`src/rtl/rb_pkg.sv`:
```
package rb_pkg;

    // one signed digit: value is p - n, code 11 unused
    typedef struct packed {
        logic p;
        logic n;
    } rbd_t;

    localparam rbd_t RBD_ZERO = '{p: 1'b0, n: 1'b0};

    function automatic int rbd_val(input rbd_t d);
        return int'(d.p) - int'(d.n);
    endfunction

    function automatic rbd_t rbd_enc(input int v);
        rbd_t d;
        d.p = (v == 1);
        d.n = (v == -1);
        return d;
    endfunction

    function automatic logic rbd_legal(input rbd_t d);
        return !(d.p && d.n);
    endfunction

endpackage

```
`src/rtl/rb_digit_split.sv`:
```
module rb_digit_split
    import rb_pkg::*;
(
    input  rbd_t a_dig,
    input  rbd_t b_dig,
    input  logic lo_nonneg,
    output rbd_t carry_out,
    output rbd_t isum_out
);

    int pair_sum;
    int c_v;
    int s_v;

    always_comb begin
        pair_sum = rbd_val(a_dig) + rbd_val(b_dig);
        c_v = 0;
        s_v = 0;
        unique case (pair_sum)
            2: begin
                c_v = 1;
                s_v = 0;
            end
            1: begin
                if (lo_nonneg) begin
                    c_v = 1;
                    s_v = -1;
                end else begin
                    c_v = 0;
                    s_v = 1;
                end
            end
            -1: begin
                if (lo_nonneg) begin
                    c_v = 0;
                    s_v = -1;
                end else begin
                    c_v = -1;
                    s_v = 1;
                end
            end
            -2: begin
                c_v = -1;
                s_v = 0;
            end
            default: begin
                c_v = 0;
                s_v = 0;
            end
        endcase
        carry_out = rbd_enc(c_v);
        isum_out  = rbd_enc(s_v);
    end

    // checks on the decoded outputs
    always_comb begin
        if (rbd_legal(a_dig) && rbd_legal(b_dig)) begin
            AST_SPLIT_CONSERVES: assert (2 * rbd_val(carry_out) + rbd_val(isum_out)
                                         == rbd_val(a_dig) + rbd_val(b_dig));
            AST_SPLIT_SIDE: assert (!(lo_nonneg && isum_out.p) && !(!lo_nonneg && isum_out.n));
        end
    end

endmodule

```
`src/rtl/rb_digit_merge.sv`:
```
module rb_digit_merge
    import rb_pkg::*;
(
    input  rbd_t isum_in,
    input  rbd_t carry_in,
    output rbd_t dig_out
);

    int total;

    always_comb begin
        total   = rbd_val(isum_in) + rbd_val(carry_in);
        dig_out = rbd_enc(total);
    end

    always_comb begin
        if (rbd_legal(isum_in) && rbd_legal(carry_in)) begin
            AST_MERGE_IN_RANGE: assert (rbd_val(isum_in) + rbd_val(carry_in) <= 1 &&
                                        rbd_val(isum_in) + rbd_val(carry_in) >= -1);
        end
    end

endmodule

```
`src/rtl/rb_to_twos.sv`:
```
module rb_to_twos #(
    parameter int W = 17
) (
    input  logic [W-1:0] pos_bits,
    input  logic [W-1:0] neg_bits,
    output logic [W:0]   value
);

    always_comb begin
        value = {1'b0, pos_bits} - {1'b0, neg_bits};
    end

endmodule

```
`src/rtl/rb_cf_adder.sv`:
```
module rb_cf_adder
    import rb_pkg::*;
#(
    parameter int N = 16
) (
    input  logic [N-1:0] a_pos,
    input  logic [N-1:0] a_neg,
    input  logic [N-1:0] b_pos,
    input  logic [N-1:0] b_neg,
    output logic [N:0]   sum_pos,
    output logic [N:0]   sum_neg,
    output logic [N+1:0] sum_val
);

    localparam int RW = N + 1;
    localparam int VW = N + 2;

    rbd_t cy   [N];
    rbd_t isum [N];
    rbd_t dig  [RW];

    for (genvar i = 0; i < N; i++) begin : g_pos
        logic lo_ok;
        if (i == 0) begin : g_first
            assign lo_ok = 1'b1;
        end else begin : g_rest
            assign lo_ok = !(a_neg[i-1] || b_neg[i-1]);
        end

        rb_digit_split u_split (
            .a_dig    ('{p: a_pos[i], n: a_neg[i]}),
            .b_dig    ('{p: b_pos[i], n: b_neg[i]}),
            .lo_nonneg(lo_ok),
            .carry_out(cy[i]),
            .isum_out (isum[i])
        );

        rb_digit_merge u_merge (
            .isum_in (isum[i]),
            .carry_in((i == 0) ? RBD_ZERO : cy[(i == 0) ? 0 : i-1]),
            .dig_out (dig[i])
        );
    end

    assign dig[N] = cy[N-1];

    for (genvar j = 0; j < RW; j++) begin : g_out
        assign sum_pos[j] = dig[j].p;
        assign sum_neg[j] = dig[j].n;
    end

    rb_to_twos #(.W(RW)) u_conv (
        .pos_bits(sum_pos),
        .neg_bits(sum_neg),
        .value   (sum_val)
    );

    logic [VW-1:0] ref_val;
    logic          ops_legal;

    always_comb begin
        ref_val = {2'b00, a_pos} - {2'b00, a_neg} + {2'b00, b_pos} - {2'b00, b_neg};
        ops_legal = ((a_pos & a_neg) == '0) && ((b_pos & b_neg) == '0);
        if (ops_legal) begin
            AST_NO_BOTH_BITS: assert ((sum_pos & sum_neg) == '0);
            AST_VALUE_MATCH: assert (sum_val == ref_val);
        end
    end

endmodule

```
`config.mk`:
```
export PLATFORM = sky130hd
export DESIGN_NAME = rb_cf_adder
export DESIGN_NICKNAME = d
export VERILOG_FILES = /design/src/rtl/rb_pkg.sv /design/src/rtl/rb_digit_split.sv /design/src/rtl/rb_digit_merge.sv /design/src/rtl/rb_to_twos.sv /design/src/rtl/rb_cf_adder.sv
export SDC_FILE = /design/constraint.sdc
export NUM_CORES = 1
export LEC_CHECK = 0
export ABC_AREA = 1
export CAP_MARGIN = 20
export CORE_MARGIN = 4
export CORE_UTILIZATION = 51
export DETAILED_ROUTE_END_ITERATION = 10
export PLACE_DENSITY = 0.79
export RECOVER_POWER = 25
export SYNTH_ARGS = -nofsm -noshare
export SYNTH_HDL_FRONTEND = slang
export SYNTH_SLANG_ARGS = --single-unit
export TNS_END_PERCENT = 100
```
`constraint.sdc`:
```
create_clock -name vclk -period 13.4
set_input_delay 4.02 -clock vclk [all_inputs]
set_output_delay 4.02 -clock vclk [all_outputs]
set_load 0.01 [all_outputs]
```
; Yosys cells after proc, flatten, opt, wreduce, memory -nomap -nowiden
; Cells that the tools add are included.
[word_totals]
wordCells = 364
out_inout_bits = 52
in_bits = 64
regBits = 0
[op_classes]
n_reduce_logical = 32
eq_ne = 160
muxes = 77
n_addsub = 95
[ops]
columns = op, n
row1 = "32-bit by 1-bit == test with 1-bit output, second input constant", 64
row2 = "32-bit by 2-bit == test with 1-bit output, second input constant", 64
row3 = 32-bit case mux with 4 select lines, 15
row4 = 32-bit 2-to-1 mux, 46
row5 = "32-bit == test, second input constant", 32
row6 = 32-bit adder, 31
row7 = 1-bit by 1-bit subtractor with 2-bit output, 63
row8 = 32-bit case mux with 2 select lines, 1
row9 = 2-bit OR reduction, 17
row10 = 17-bit by 17-bit subtractor with 18-bit output, 1
row11 = 1-bit logical OR, 15
row12 = 1-bit 2-to-1 mux, 15

; Logic depth before layout (Yosys ltp)
[logic_depth]
word_depth = 10
mapped_depth = 30
depth_no_buf = 30

; Modules after synthesis
; Synthesis repeated with hierarchy kept, for this count alone.
[unflattened]
hier_cells = 841
area_unflattened_um2 = 4931.0
[by_module_without_submodules]
columns = mod, instances, seq_area_each_um2, cells_per_inst, area_each_um2
row1 = rb_digit_split, 16, 0.0, 23, 137.6
row2 = rb_digit_merge, 16, 0.0, 14, 95.1
row3 = rb_to_twos, 1, 0.0, 232, 1143.6
row4 = rb_cf_adder, 1, 0.0, 17, 63.8

; Least setup slack after synthesis
; No wires, ideal clock.
[synth_timing]
path_kind = input port to output port
startpoint = input port b_pos[0]
endpoint = output port sum_val[12]
path_buffers = 0
slack_ns = 0.729
t_required_ns = 9.380
arrival_time_ns = 8.651
path_stages = 25
path_cell_list = inv_1 -> ha_1 -> inv_1 -> fa_1 -> inv_1 -> fa_1 -> fa_1 -> inv_1 -> nand4_1 -> nor4_1 -> o21ai_0 -> o21ai_0 -> ha_1 -> inv_1 -> fa_1 -> nand2_1 -> nor2_1 -> fa_1 -> a21oi_2 -> o21ai_2 -> nand3_1 -> nand2_2 -> nand2_1 -> nand2_1 -> xor2_1
[synth_via]
elab_chain_len = 10
elab_cells_between_ends = 22
classes_between = 6 x add/sub / 12 x eq/ne / 2 x mux / 2 x reduce/logical
[synth_rtl]
columns = item, line_no
row1 = "start, declared", rb_cf_adder.sv:8  ; input logic [N-1:0] b_pos,
row2 = 1-bit by 1-bit subtractor with 2-bit output *, rb_pkg.sv:12  ; return int'(d.p) - int'(d.n);
row3 = 32-bit adder *, rb_digit_split.sv:16  ; pair_sum = rbd_val(a_dig) + rbd_val(b_dig);
row4 = 32-bit by 2-bit == test with 1-bit output / 32-bit by 1-bit == test with 1-bit output (equally long branches), rb_digit_split.sv:19  ; unique case (pair_sum)
row5 = 2-bit OR reduction (no source line), --
row6 = 32-bit case mux with 2 select lines *, rb_digit_split.sv:19
row7 = 32-bit by 2-bit == test with 1-bit output / 32-bit by 1-bit == test with 1-bit output (equally long branches), "rb_pkg.sv:17, rb_pkg.sv:18"
row8 = 1-bit by 1-bit subtractor with 2-bit output *, rb_pkg.sv:12
row9 = 32-bit adder *, rb_digit_merge.sv:12  ; total = rbd_val(isum_in) + rbd_val(carry_in);
row10 = 32-bit by 2-bit == test with 1-bit output *, rb_pkg.sv:17  ; d.p = (v == 1);
row11 = net sum_pos[1], rb_cf_adder.sv:10  ; output logic [N:0] sum_pos,
row12 = 17-bit by 17-bit subtractor with 18-bit output *, rb_to_twos.sv:10  ; value = {1'b0, pos_bits} - {1'b0, neg_bits};
row13 = "end, declared", rb_cf_adder.sv:12  ; output logic [N+1:0] sum_val
; Mark *: on every way through the listed nets, which the timed path passes. The rest lies on a longest branch.

; Final worst setup path
[layout_timing]
startpoint = input port b_pos[0]
endpoint = output port sum_val[4]
[layout_via]
elab_chain_len = 10
elab_cells_between_ends = 22
classes_between = 6 x add/sub / 12 x eq/ne / 2 x mux / 2 x reduce/logical
[layout_rtl]
columns = item, line_no
row1 = 1-bit by 1-bit subtractor with 2-bit output *, rb_pkg.sv:12
row2 = 32-bit adder *, rb_digit_split.sv:16
row3 = 32-bit by 2-bit == test with 1-bit output / 32-bit by 1-bit == test with 1-bit output (equally long branches), rb_digit_split.sv:19
row4 = 2-bit OR reduction (no source line), --
row5 = 32-bit case mux with 2 select lines, rb_digit_split.sv:19
row6 = 32-bit by 2-bit == test with 1-bit output / 32-bit by 1-bit == test with 1-bit output (equally long branches), "rb_pkg.sv:17, rb_pkg.sv:18"
row7 = 1-bit by 1-bit subtractor with 2-bit output, rb_pkg.sv:12
row8 = 32-bit adder, rb_digit_merge.sv:12
row9 = 32-bit by 2-bit == test with 1-bit output / 32-bit by 1-bit == test with 1-bit output (equally long branches), "rb_pkg.sv:17, rb_pkg.sv:18"
row10 = 17-bit by 17-bit subtractor with 18-bit output *, rb_to_twos.sv:10
; Mark *: on every way between the ends. The rest lies on a longest branch, timed or not.

==> impl_metrics.yaml <==
run_status:
  status: "finished, final reports clean"
final_layout:
  nClkBuffers: 0
  multi_input_area_um2: 4108
  layout-drive-gt1-share: 0.04465
  design.seq.count: 0
  area_delta_synth_final_pct: 29.73
  diodes: 0
  regArea_um2: 0
  fill_cells: 818
  finalInstanceArea_um2: 6345
  nNetsFinal: 1059
global_routing:
  grt_pass1_vias: 4790
  track_usage: 0.1966
  grt_pass1_wl_mm: 19.38
  grt_max_degree: 7
  grt-ovfl-total: 0
  antenna_found_initial: 0
sta:
  min_period_ns: 13.12
  setup_viol_count_final: 0
  relSlewSlack: 0.6650
  hold_viol: 0
  clock.fmax_mhz: 76.19
  fin_crit_sh: 0.9795
  slew_viol_final: 0
  worstMarginPinSlew_ns: 0.4995
power:
  leakagePower_uw: 0.003608
  power_density_nw_per_um2: 105.1
  p_total_uw: 667.0
  vdd_drop_max_mv: 0.06753
detailed_routing:
  routedWlPerCell_um: 11.34
  post_drt_via_cell_ratio: 4.896
  first_iter_violations: 142
  drcViolationCount: 0
  vias: 4798
  firstDrtPassIters: 4
  postRouteAntennaNets: 0
  wirelength_mm: 11.11
synth:
  netlist_area_um2: 4891
  ys_seq_area_frac: 0
  synth_top_area_cell: "fa_1"
  syn-num-nets: 932
  synth_top_area_frac: 0.2661
  yosys_warnings: 0
  synth_area_leaders: "fa_1, ha_1, inv_1, nand2_1, nor2_1"
  syn_inst: 726
  syn_avg_cell_area_um2: 6.737
  ys_types: 36
setup_path:
  start_kind: "input port"
  critical_path.max_stage_delay_ns: 0.58
  cp_slowest_cell: "clkdlybuf4s50_1"
  cp.arrival_ns: 9.10
  path_common_cell: "inv_1"
  path_max_fanout: 3
  end_kind: "output port"
  worstPathRequired_ns: 9.38
  critPathKind: "in -> out"
floorplanning:
  dieArea_um2: 11220
  std_cell_rows: 35
  die_h_um: 105.9
  dieWidth_um: 105.9
  boundaryPins: 116
  core_area_um2: 9284
  start_util: 0.5268
placement:
  port_buffers: 115
  dp_hpwl_mm: 10.18
  gp_congestion: 0.8461
  place_area_um2: 6279
clock_network:
  post_cts_buffers: 0
  ctsHoldBuffers: 0
min_path:
  hold_class: "in -> out"
job:
  maxCapViolations: 0
## where the power goes
part / internal (uW) / total, uW / switching, uW
combinational: 294 / 667 / 373
clock: 0 / 0 / 0
sequential: 0 / 0 / 0
## path summary, 6_finish.rpt
check / start / to / slack [ns] / cells after the start
min: b_neg[14] / sum_val[16] / 9.21 / 8
max: b_pos[0] / sum_val[4] / 0.28 / 25
## cell usage after synthesis, drive strengths merged, types with 2 or more instances
| master | n |
|---|---|
| inv | 219 |
| nand2 | 112 |
| ha | 77 |
| nor2 | 71 |
| fa | 65 |
| nand3 | 47 |
| a21oi | 27 |
| o21ai | 19 |
| nand4 | 13 |
| nor3 | 12 |
| xor2 | 10 |
| a211oi | 7 |
| a21boi | 6 |
| o211ai | 6 |
| nor4 | 5 |
| or3b | 5 |
| nand3b | 3 |
| o21bai | 3 |
| o41ai | 3 |
| buf | 2 |
| o21a | 2 |
| o22ai | 2 |
| or2 | 2 |
## final cells by class
type,count,share of cell area
Multi-Input combinational cell,505,0.6474
Tap cell,129,0.02544
Timing Repair Buffer,127,0.1976
Inverter,219,0.1296
## through the flow
step	TNS (ns)	setup slack, ns	hold slack [ns]	instances	util
5_1_grt	-0.1988	-0.06517	9.280	980	0.6834
6_report	0	0.2752	9.212	980	0.6834
3_5_place_dp	-1.223	-0.1743	9.277	980	0.6763
2_1_floorplan	0	0.7292	8.248	726	-
3_3_place_gp	0	0.03737	9.254	980	0.6763
4_1_cts	0	0.002299	9.275	980	0.6786
## cell families after synthesis
logic type | share of synthesized area
buf+inv | 0.1711
compound gates | 0.09977
other cells | 0.0007667
xor+xnor | 0.01970
fa+ha+maj | 0.4630
simple gates | 0.2456
## cell usage in the layout (no fill, tap or decap), drive strengths merged, types with 11 or more instances in the layout
cell type,n
fa,65
nor2,71
nand2,112
a21oi,27
nor3,12
ha,77
nand4,13
buf,12
o21ai,19
dlygate4sd3,11
inv,219
nand3,47
dlymetal6s2s,11
clkdlybuf4s50,90
## routing by layer
layer  GRT usage  share of wire  up-vias
li1            -              -     2484
met1      0.2397           0.42     2202
met2      0.3857           0.53       98
met3     0.01032          0.034       14
met4     0.03053          0.014        0
met5           0              0        -
## worst max-delay path, delay by kind of cell
kind                     cells  cell delay [ns]
adder cells (fa/ha/maj)      8             2.53
AND/OR/NAND/NOR              4             0.54
buffers and inverters        8             1.42
AO/OA/AOI/OAI                4             0.48
XOR/XNOR                     1             0.13
## what timing repair did
item                       CTS  global route
pin swaps                    1             1
setup endpoints to repair   13            14
hold endpoints to repair     0             0
gates resized for setup     10            25
(Power assumes the default switching activity.)
